--- src/rtl/wdog_pkg.sv ---
package wdog_pkg;
  localparam int unsigned RLD_W  = 8;
  localparam int unsigned ADDR_W = 2;

  localparam logic [ADDR_W-1:0] A_RELOAD  = 2'd0;
  localparam logic [ADDR_W-1:0] A_MODE    = 2'd1;
  localparam logic [ADDR_W-1:0] A_ARM     = 2'd2;
  localparam logic [ADDR_W-1:0] A_CONFIRM = 2'd3;

  localparam int unsigned MODE_SEL_BIT = 0;
  localparam int unsigned MODE_CLR_BIT = 1;

  typedef struct packed {
    logic [RLD_W-1:0] reload;
    logic             sel;
  } wdog_cfg_t;
endpackage

--- src/rtl/wdog_regif.sv ---
module wdog_regif
  import wdog_pkg::*;
(
  input  logic              clk_i,
  input  logic              rst_ni,
  input  logic              wr_en_i,
  input  logic [ADDR_W-1:0] wr_addr_i,
  input  logic [RLD_W-1:0]  wr_data_i,
  output wdog_cfg_t         cfg_o,
  output logic              svc_o,
  output logic              clr_o
);
  wdog_cfg_t cfg_q;
  logic      armed_q;

  always_ff @(posedge clk_i or negedge rst_ni) begin
    if (!rst_ni) begin
      cfg_q <= '0;
    end else if (wr_en_i) begin
      if (wr_addr_i == A_RELOAD) cfg_q.reload <= wr_data_i;
      if (wr_addr_i == A_MODE)   cfg_q.sel    <= wr_data_i[MODE_SEL_BIT];
    end
  end

  // any access re-decides the arm; only an arm write leaves it set
  always_ff @(posedge clk_i or negedge rst_ni) begin
    if (!rst_ni)      armed_q <= 1'b0;
    else if (wr_en_i) armed_q <= (wr_addr_i == A_ARM);
  end

  assign cfg_o = cfg_q;
  assign svc_o = wr_en_i && (wr_addr_i == A_CONFIRM) && armed_q;
  assign clr_o = wr_en_i && (wr_addr_i == A_MODE) && wr_data_i[MODE_CLR_BIT];

  a_r5_arm_consumed: assert property (@(posedge clk_i) disable iff (!rst_ni)
    svc_o |=> !armed_q);
  a_r5_needs_arm: assert property (@(posedge clk_i) disable iff (!rst_ni)
    (wr_en_i && wr_addr_i == A_CONFIRM && !armed_q) |-> !svc_o);
endmodule

--- src/rtl/wdog_prescaler.sv ---
module wdog_prescaler #(
  parameter int unsigned LO_LOG2 = 1,
  parameter int unsigned HI_LOG2 = 7
) (
  input  logic clk_i,
  input  logic rst_ni,
  input  logic adv_i,
  input  logic restart_i,
  input  logic sel_i,
  output logic tick_o
);
  localparam int unsigned PW = HI_LOG2;
  localparam logic [PW-1:0] LIM_LO = PW'((1 << LO_LOG2) - 1);
  localparam logic [PW-1:0] LIM_HI = PW'((1 << HI_LOG2) - 1);

  logic [PW-1:0] cnt_q;
  logic [PW-1:0] lim;

  assign lim    = sel_i ? LIM_HI : LIM_LO;
  assign tick_o = adv_i && (cnt_q == lim);

  always_ff @(posedge clk_i or negedge rst_ni) begin
    if (!rst_ni)        cnt_q <= '0;
    else if (restart_i) cnt_q <= '0;
    else if (tick_o)    cnt_q <= '0;
    else if (adv_i)     cnt_q <= cnt_q + 1'b1;
  end

  a_r3_phase_bound: assert property (@(posedge clk_i) disable iff (!rst_ni)
    cnt_q <= lim);
  a_r7_phase_hold: assert property (@(posedge clk_i) disable iff (!rst_ni)
    (!adv_i && !restart_i) |=> $stable(cnt_q));
endmodule

--- src/rtl/wdog_counter.sv ---
module wdog_counter #(
  parameter int unsigned CNT_W = 16,
  parameter int unsigned RLD_W = 8
) (
  input  logic             clk_i,
  input  logic             rst_ni,
  input  logic             run_i,
  input  logic             load_i,
  input  logic [RLD_W-1:0] reload_i,
  input  logic             tick_i,
  output logic             ovf_o
);
  localparam int unsigned LOW_W = CNT_W - RLD_W;

  logic [CNT_W-1:0] cnt_q;

  assign ovf_o = run_i && tick_i && (&cnt_q);

  always_ff @(posedge clk_i or negedge rst_ni) begin
    if (!rst_ni)                cnt_q <= '0;
    else if (load_i)            cnt_q <= {reload_i, {LOW_W{1'b0}}};
    else if (run_i && tick_i)   cnt_q <= cnt_q + 1'b1;
  end

  a_r4_load_value: assert property (@(posedge clk_i) disable iff (!rst_ni)
    load_i |=> (cnt_q == {$past(reload_i), {LOW_W{1'b0}}}));
endmodule

--- src/rtl/wdog_rstgen.sv ---
module wdog_rstgen #(
  parameter int unsigned RST_LEN = 16
) (
  input  logic clk_i,
  input  logic rst_ni,
  input  logic ovf_i,
  input  logic clr_i,
  output logic rst_req_o,
  output logic status_o
);
  localparam int unsigned LW = $clog2(RST_LEN + 1);
  localparam logic [LW-1:0] LAST = LW'(RST_LEN - 1);

  logic          rst_q;
  logic [LW-1:0] cnt_q;
  logic          status_q;

  always_ff @(posedge clk_i or negedge rst_ni) begin
    if (!rst_ni) begin
      rst_q <= 1'b0;
      cnt_q <= '0;
    end else if (ovf_i) begin
      rst_q <= 1'b1;
      cnt_q <= LAST;
    end else if (rst_q) begin
      if (cnt_q == '0) rst_q <= 1'b0;
      else             cnt_q <= cnt_q - 1'b1;
    end
  end

  // set wins over a clear in the same cycle
  always_ff @(posedge clk_i or negedge rst_ni) begin
    if (!rst_ni)    status_q <= 1'b0;
    else if (ovf_i) status_q <= 1'b1;
    else if (clr_i) status_q <= 1'b0;
  end

  assign rst_req_o = rst_q;
  assign status_o  = status_q;

  a_r8_rise_from_ovf: assert property (@(posedge clk_i) disable iff (!rst_ni)
    $rose(rst_q) |-> $past(ovf_i));
  a_r8_hold: assert property (@(posedge clk_i) disable iff (!rst_ni)
    (rst_q && cnt_q != '0) |=> rst_q);
  a_r9_status_set: assert property (@(posedge clk_i) disable iff (!rst_ni)
    ovf_i |=> status_q);
  a_r9_status_sticky: assert property (@(posedge clk_i) disable iff (!rst_ni)
    (status_q && !clr_i) |=> status_q);
endmodule

--- src/rtl/wdog_top.sv ---
module wdog_top
  import wdog_pkg::*;
#(
  parameter int unsigned CNT_W   = 16,
  parameter int unsigned LO_LOG2 = 1,
  parameter int unsigned HI_LOG2 = 7,
  parameter int unsigned RST_LEN = 16
) (
  input  logic              clk_i,
  input  logic              rst_ni,
  input  logic              clk_en_i,
  input  logic              idle_i,
  input  logic              pwrdn_i,
  input  logic              start_i,
  input  logic              wr_en_i,
  input  logic [ADDR_W-1:0] wr_addr_i,
  input  logic [RLD_W-1:0]  wr_data_i,
  output logic              wdt_rst_o,
  output logic              wdt_status_o
);
  wdog_cfg_t cfg;
  logic      svc, clr, svc_run;
  logic      run_q, act_sel_q;
  logic      adv, tick, ovf_raw, ovf_eff, ld;

  wdog_regif u_regif (
    .clk_i     (clk_i),
    .rst_ni    (rst_ni),
    .wr_en_i   (wr_en_i),
    .wr_addr_i (wr_addr_i),
    .wr_data_i (wr_data_i),
    .cfg_o     (cfg),
    .svc_o     (svc),
    .clr_o     (clr)
  );

  assign svc_run = svc && run_q;
  assign ovf_eff = ovf_raw && !svc_run;  // service wins a tie
  assign ld      = (start_i && !run_q) || svc_run || ovf_eff;
  assign adv     = run_q && clk_en_i && !idle_i && !pwrdn_i;

  always_ff @(posedge clk_i or negedge rst_ni) begin
    if (!rst_ni)      run_q <= 1'b0;
    else if (start_i) run_q <= 1'b1;
  end

  always_ff @(posedge clk_i or negedge rst_ni) begin
    if (!rst_ni)  act_sel_q <= 1'b0;
    else if (ld)  act_sel_q <= cfg.sel;
  end

  wdog_prescaler #(.LO_LOG2(LO_LOG2), .HI_LOG2(HI_LOG2)) u_pre (
    .clk_i     (clk_i),
    .rst_ni    (rst_ni),
    .adv_i     (adv),
    .restart_i (ld),
    .sel_i     (act_sel_q),
    .tick_o    (tick)
  );

  wdog_counter #(.CNT_W(CNT_W), .RLD_W(RLD_W)) u_cnt (
    .clk_i    (clk_i),
    .rst_ni   (rst_ni),
    .run_i    (run_q),
    .load_i   (ld),
    .reload_i (cfg.reload),
    .tick_i   (tick),
    .ovf_o    (ovf_raw)
  );

  wdog_rstgen #(.RST_LEN(RST_LEN)) u_rst (
    .clk_i     (clk_i),
    .rst_ni    (rst_ni),
    .ovf_i     (ovf_eff),
    .clr_i     (clr),
    .rst_req_o (wdt_rst_o),
    .status_o  (wdt_status_o)
  );

  a_r2_stopped_quiet: assert property (@(posedge clk_i) disable iff (!rst_ni)
    !run_q |-> !ovf_raw);
  a_r2_run_sticky: assert property (@(posedge clk_i) disable iff (!rst_ni)
    run_q |=> run_q);
  a_r7_frozen_no_ovf: assert property (@(posedge clk_i) disable iff (!rst_ni)
    (idle_i || pwrdn_i || !clk_en_i) |-> !ovf_raw);
  a_r10_svc_wins: assert property (@(posedge clk_i) disable iff (!rst_ni)
    svc_run |=> !$rose(wdt_rst_o));
endmodule

--- config.mk ---
export PLATFORM = sky130hd
export DESIGN_NAME = wdog_top
export DESIGN_NICKNAME = d
export VERILOG_FILES = /design/src/rtl/wdog_pkg.sv /design/src/rtl/wdog_regif.sv /design/src/rtl/wdog_prescaler.sv /design/src/rtl/wdog_counter.sv /design/src/rtl/wdog_rstgen.sv /design/src/rtl/wdog_top.sv
export SDC_FILE = /design/constraint.sdc
export NUM_CORES = 1
export LEC_CHECK = 0
export BUFFER_PORTS_ARGS = -buffer_cell sky130_fd_sc_hd__buf_2
export CELL_PAD_IN_SITES_DETAIL_PLACEMENT = 1
export CELL_PAD_IN_SITES_GLOBAL_PLACEMENT = 2
export CORE_MARGIN = 2
export CORE_UTILIZATION = 42
export DETAILED_ROUTE_END_ITERATION = 8
export PLACE_DENSITY = 0.89
export SLEW_MARGIN = 20
export SYNTH_ARGS = -nofsm -noshare
export SYNTH_HDL_FRONTEND = slang
export SYNTH_SLANG_ARGS = --single-unit
--- constraint.sdc ---
create_clock -name clk_i -period 6.16 [get_ports clk_i]
set_input_delay 0.308 -clock clk_i [delete_from_list [all_inputs] [get_ports clk_i]]
set_output_delay 0.308 -clock clk_i [all_outputs]
set_load 0.05 [all_outputs]
# Yosys cells after proc, flatten, opt, wreduce, memory -nomap -nowiden

Cells that the tools add are included.

Input bits: 17
Register bits after elaboration: 42

Reductions and logical operators: 29
Equality and inequality tests: 5
Multiplexer cells: 14
Add/subtract/negate cells: 3

Operators by type and width:

| operator                                          | number |
|---|---|
| 2-to-1 mux 16 bit                                 | 2 |
| 2-to-1 mux 7 bit                                  | 4 |
| adder 16 x 1 -> 16 bit (second input constant)    | 1 |
| AND reduction 16 bit                              | 1 |
| 2-to-1 mux 5 bit                                  | 3 |
| logical AND 1 bit                                 | 13 |
| adder 7 x 1 -> 7 bit (second input constant)      | 1 |
| == test 7 bit                                     | 1 |
| AND reduction 2 bit                               | 3 |
| nonzero test 2 bit                                | 3 |
| logical NOT 5 bit                                 | 1 |
| 2-to-1 mux 1 bit                                  | 5 |
| subtractor 5 x 1 -> 5 bit (second input constant) | 1 |
| == test 2 bit (second input constant)             | 2 |
| logical NOT 1 bit                                 | 4 |
| nonzero test 3 bit                                | 1 |
| == test 2 x 1 -> 1 bit (second input constant)    | 1 |
| logical NOT 2 bit                                 | 1 |
| logical OR 1 bit                                  | 2 |
| != test 2 bit (second input constant)             | 1 |

# Depth between registers and ports, before layout

Depth in word-level cells: 9
Gate-level depth with buffers: 8
Gate-level depth less buffers: 7

# By module

A second synthesis with hierarchy kept.

Cells, all modules: 204
Area total of the unflattened synthesis: 2,165.8 sq um

By module, submodules not included:

| module         | area an instance (sq um) | sequential area each (sq um) | instances | cells an instance |
|---|---|---|---|---|
| wdog_counter   | 908.4                    | 400.4                        | 1         | 99 |
| wdog_regif     | 411.6                    | 250.2                        | 1         | 27 |
| wdog_prescaler | 406.6                    | 175.2                        | 1         | 38 |
| wdog_rstgen    | 335.3                    | 175.2                        | 1         | 31 |
| wdog_top       | 103.8                    | 50.0                         | 1         | 9 |

# Least setup slack after synthesis

No wires, ideal clock.

Path type: register to register
Start: reg u_rst.cnt_q[0]
End: reg u_rst.cnt_q[4]
Buffers on the path: 0
Library setup time: 0.119 ns
Slack: 4.160 ns
Period minus slack after synthesis: 2.000 ns
Data arrival time: 1.881 ns
Stages on the path, launching flop included: 8
Path through: dfrtp_1 > inv_1 > ha_1 > inv_1 > o41ai_1 > nor4_1 > xor2_1 > and2_1

Cells in the longest elaborated chain, start to end: 4

Ends and longest elaborated chain:

| item                      | RTL line          | RTL |
|---|---|---|
| start: declaration        | wdog_rstgen.sv:15 | `logic [LW-1:0] cnt_q;` |
| start signal: assignment  | wdog_rstgen.sv:27 | `else cnt_q <= cnt_q - 1'b1;` |
| subtractor 5 x 1 -> 5 bit | wdog_rstgen.sv:27 |  |
| 2-to-1 mux 5 bit          | wdog_rstgen.sv:26 | `if (cnt_q == '0) rst_q <= 1'b0;` |
| 2-to-1 mux 5 bit          | wdog_rstgen.sv:25 | `end else if (rst_q) begin` |
| 2-to-1 mux 5 bit          | wdog_rstgen.sv:22 | `end else if (ovf_i) begin` |

Several ways; a longest one is shown, not always the timed one. The select of a mux whose other input is x is not followed.
A chain may end at the register's enable or synchronous reset.

# Worst setup path in the final report

Start: reg act_sel_q
End: reg u_cnt.cnt_q[9]

Cells in the longest elaborated chain, start to end: 8

Ends and longest elaborated chain:

| item                                                           | RTL line                               | RTL |
|---|---|---|
| start: declaration                                             | wdog_top.sv:23                         | `logic run_q, act_sel_q;` |
| start signal: assignment                                       | wdog_top.sv:49                         | `else if (ld) act_sel_q <= cfg.sel;` |
| 2-to-1 mux 7 bit (*)                                           | wdog_prescaler.sv:19                   | `assign lim = sel_i ? LIM_HI : LIM_LO;` |
| == test 7 bit (*)                                              | wdog_prescaler.sv:20                   | `assign tick_o = adv_i && (cnt_q == lim);` |
| logical AND 1 bit (*)                                          | wdog_prescaler.sv:20                   |  |
| logical AND 1 bit (*)                                          | wdog_counter.sv:17, wdog_counter.sv:22 |  |
| logical AND 1 bit                                              | wdog_counter.sv:17                     | `assign ovf_o = run_i && tick_i && (&cnt_q);` |
| logical AND 1 bit                                              | wdog_top.sv:38                         | `assign ovf_eff = ovf_raw && !svc_run;` |
| logical OR 1 bit                                               | wdog_top.sv:39                         | `assign ld = (start_i && !run_q) \|\| svc_run \|\| ovf_eff;` |
| 2-to-1 mux 16 bit / nonzero test 2 bit (equally long branches) | --                                     |  |
| end signal: assignment                                         | wdog_counter.sv:21                     | `else if (load_i) cnt_q <= {reload_i, {LOW_W{1'b0}}};` |
| end signal: assignment                                         | wdog_counter.sv:22                     | `else if (run_i && tick_i) cnt_q <= cnt_q + 1'b1;` |
| end: declaration                                               | wdog_counter.sv:15                     | `logic [CNT_W-1:0] cnt_q;` |

Every way passes the cells marked *; elsewhere a longest branch is shown, timed or not.

==> results by group <==
CTS
  – CTS tree: done
  – CTS clk-pin slew, worst paths: 0.08 ns
  – Clock Tree Root: clkbuf_8
  – Worst skew pair latency: 0.30 ns
  – CTS Buf Count: 5
  – Resized Gates After CTS: 0
  – Postcts setup bufs: 0
  – Clk sinks: 42
  – # hold bufs at CTS: 0
  – H-Tree Depth: 2
  – Clock buffer depth: 2

Timing
  – Max_slew headroom: 0.364
  – Actual slew at the worst max-slew pin: 0.955 ns
  – Hold Violations, Final: 0
  – Setup TNS Final: 0 ns
  – Slew Viols, Final: 0
  – Final Critical Period: 2.33 ns
  – Endpoints failing setup: 0
  – Achievable Freq: 429 MHz
  – Final worst slack: 3.83 ns
  – Crit share post-route: 0.378
  – RSZ-0062 raised after global routing: no
  – Clock Skew: 0.00840 ns

Route
  – Routed WL: 4680 um
  – Via count: 1663
  – Highest routed layer: met4
  – Initial DRC Count: 81
  – DRT met1 WL: 2210 um
  – DRC errors left: 0
  – Met2 WL: 2290 um
  – Vias per Instance: 5.54
  – ANT nets after route: 0
  – DRT Pass-1 Iters: 4
  – Routed wl met3: 107 um
  – Wire per inst: 15.6 um

Power
  – Sequential share of power: 0.513
  – Internal power: 509 uW
  – Clock network power share: 0.295
  – Pleak: 1.12 nW
  – Sw Ratio: 0.301
  – Maximum vdd drop: 145 uV
  – Power density relative to cell area: 295 nW/um^2
  – Comb power frac: 0.192
  – Total power draw: 728 uW
  – Sw power: 219 uW

Global routing
  – Global-route wire length before repair: 8610 um
  – Largest net degree at the start of global routing: 43
  – Antenna violations before repair: 0
  – Grt ovf: 0
  – Vias in the first global route: 1822
  – Aggregate global-route resource usage: 0.184

Floorplanning
  – Boundary Pins: 19
  – Row count: 26
  – Die Height: 76.6 um
  – Die area: 5860 um^2
  – Core area: 5110 um^2
  – Horiz. Die Dim: 76.6 um
  – Starting Density: 0.433

Synth
  – Mapped cell area: 2210 um^2
  – Asr flop ratio synth: 1.00
  – Syn Area/Cell: 10.7 um^2
  – Synth cell types: 47
  – Register area share after synthesis: 0.475
  – Mapped Cells: 207
  – Main flop type after synthesis: dfrtp_1
  – Synth Net Count: 228
  – Number of synthesized flops with an enable pin: 0
  – FF+latch count, synth: 42
  – Synth warn: 0

Placement
  – Detail Placement HPWL: 3430 um
  – Placed cells: 292
  – Buffers added on ports: 18
  – Pre-CTS WS: 3.85 ns
  – Placed inst area: 2360 um^2
  – GP Congestion: 0.768

Cells and area
  – Fin area: 2470 um^2
  – Ant diodes: 0
  – Layout Nets: 250
  – Area grow syn2layout: 11.8%
  – Layout cell share with drive strength beyond 1: 0.209
  – Post-Layout Cell Count: 300

Critical path
  – Critical path data required time: 6.34 ns
  – Crit path capture type: flop
  – R2R Path End: u_cnt.cnt_q[9]
  – Crit-path max FO: 14
  – CP startpoint kind: flop
  – Critical path class: reg2reg
  – Worst r2r path cells: 5
  – Worst R2R Setup Slack: 3.83 ns
  – Arrival @ worst endpoint: 2.51 ns
  – R2r startpoint: act_sel_q

Flow run
  – MaxCap Viol Count: 0

Worst hold path
  – Hold Crit Class: in2async

Status
  – Status: finished clean
==> cell usage after synthesis, types with 2 or more instances <==
library cell / count / area share
dfrtp_1: 42 / 0.48
nand2_1: 20 / 0.034
nor2_1: 15 / 0.025
nor4_1: 15 / 0.042
mux2_2: 13 / 0.066
nand3_1: 12 / 0.027
xnor2_1: 11 / 0.044
xor2_1: 9 / 0.036
inv_1: 8 / 0.014
a21oi_1: 5 / 0.011
o21ai_0: 5 / 0.011
and4_1: 4 / 0.016
ha_1: 4 / 0.023
nand4_1: 3 / 0.0085
a41oi_1: 2 / 0.0079
and2_0: 2 / 0.0057
mux2i_1: 2 / 0.0091
nand3b_1: 2 / 0.0068
nor3_1: 2 / 0.0045
nor4b_1: 2 / 0.0079
o211ai_1: 2 / 0.0068
or2_2: 2 / 0.0057
==> critical path, cell delays in order (launching register included) <==
cell     delay (ns)
dfrtp_1        0.42
nor4_1         0.63
o22a_1         0.34
nand4_4        0.21
nand2_4        0.25
mux2_2         0.36
==> worst max path at each step <==
stage | from | end | slack [ns]
global placement | u_rst.cnt_q[0] | u_rst.cnt_q[4] | 3.95
CTS | act_sel_q | u_cnt.cnt_q[9] | 3.83
floorplan | u_rst.cnt_q[0] | u_rst.cnt_q[4] | 4.16
detailed placement | u_rst.cnt_q[0] | u_rst.cnt_q[4] | 3.85
global route | act_sel_q | u_cnt.cnt_q[9] | 3.65
finish | act_sel_q | u_cnt.cnt_q[9] | 3.83
==> cells by family (layout without fill, tap and decap cells) <==
group,after synthesis,count (layout),share of synthesized area
flip-flops,42,42,0.475
buffers and inverters,11,34,0.0272
AO/OA/AOI/OAI,23,23,0.0753
AND/OR/NAND/NOR,91,91,0.238
XOR/XNOR,20,20,0.0792
multiplexers,16,16,0.0821
adder cells (fa/ha/maj),4,4,0.0226
==> metal layers <==
layer | global-route usage | vias to the layer above
li1 | - | 799
met2 | 0.309 | 20
met5 | 0 | -
met4 | 0.0636 | 0
met1 | 0.235 | 839
met3 | 0.0379 | 5
==> stage by stage <==
stage,hold WS [ns],util
5_1_grt,0.218,0.484
4_1_cts,0.186,0.483
3_5_place_dp,0.492,0.462
2_1_floorplan,0.0124,-
3_3_place_gp,0.472,0.462
6_report,0.154,0.484
==> sequential cells by signal (all words and copies together) (netlist names) <==
signal and cells:
u_rst.status_o 1, u_rst.rst_req_o 1, run_q 1, u_regif.armed_q 1
u_cnt.cnt_q 16, u_pre.cnt_q 7, act_sel_q 1, u_rst.cnt_q 5
u_regif.cfg_o 9
==> power groups by stage <==
stage                     logic, mW  clock network, mW  registers (mW)
after detailed placement      0.140                  0           0.378
after global placement        0.137                  0           0.376
final                         0.140              0.215           0.374
after CTS                     0.140              0.222           0.374
after floorplan               0.109                  0           0.364
after global routing          0.161              0.229           0.383
==> layout make-up <==
class                      instances  area (um^2)
clock buffer                       7         76.3
clock inverter                     1         30.0
fill                             598         2640
inverter                           8         30.0
multi-input combinational        154         1110
sequential                        42         1050
tap                               70         87.6
timing repair buffer              18         90.1
==> cells in the final DEF, fill, tap and decap left out, types with 3 or more instances in the layout <==
| master | count |
|---|---|
| xor2_1 | 9 |
| nand4_1 | 3 |
| dfrtp_1 | 42 |
| inv_1 | 8 |
| buf_2 | 18 |
| mux2_2 | 13 |
| and4_1 | 4 |
| nor2_1 | 15 |
| ha_1 | 4 |
| nand2_1 | 20 |
| clkbuf_8 | 5 |
| nand3_1 | 12 |
| a21oi_1 | 5 |
| xnor2_1 | 11 |
| o21ai_0 | 5 |
| nor4_1 | 15 |
Power figures use the tool's default switching activity.
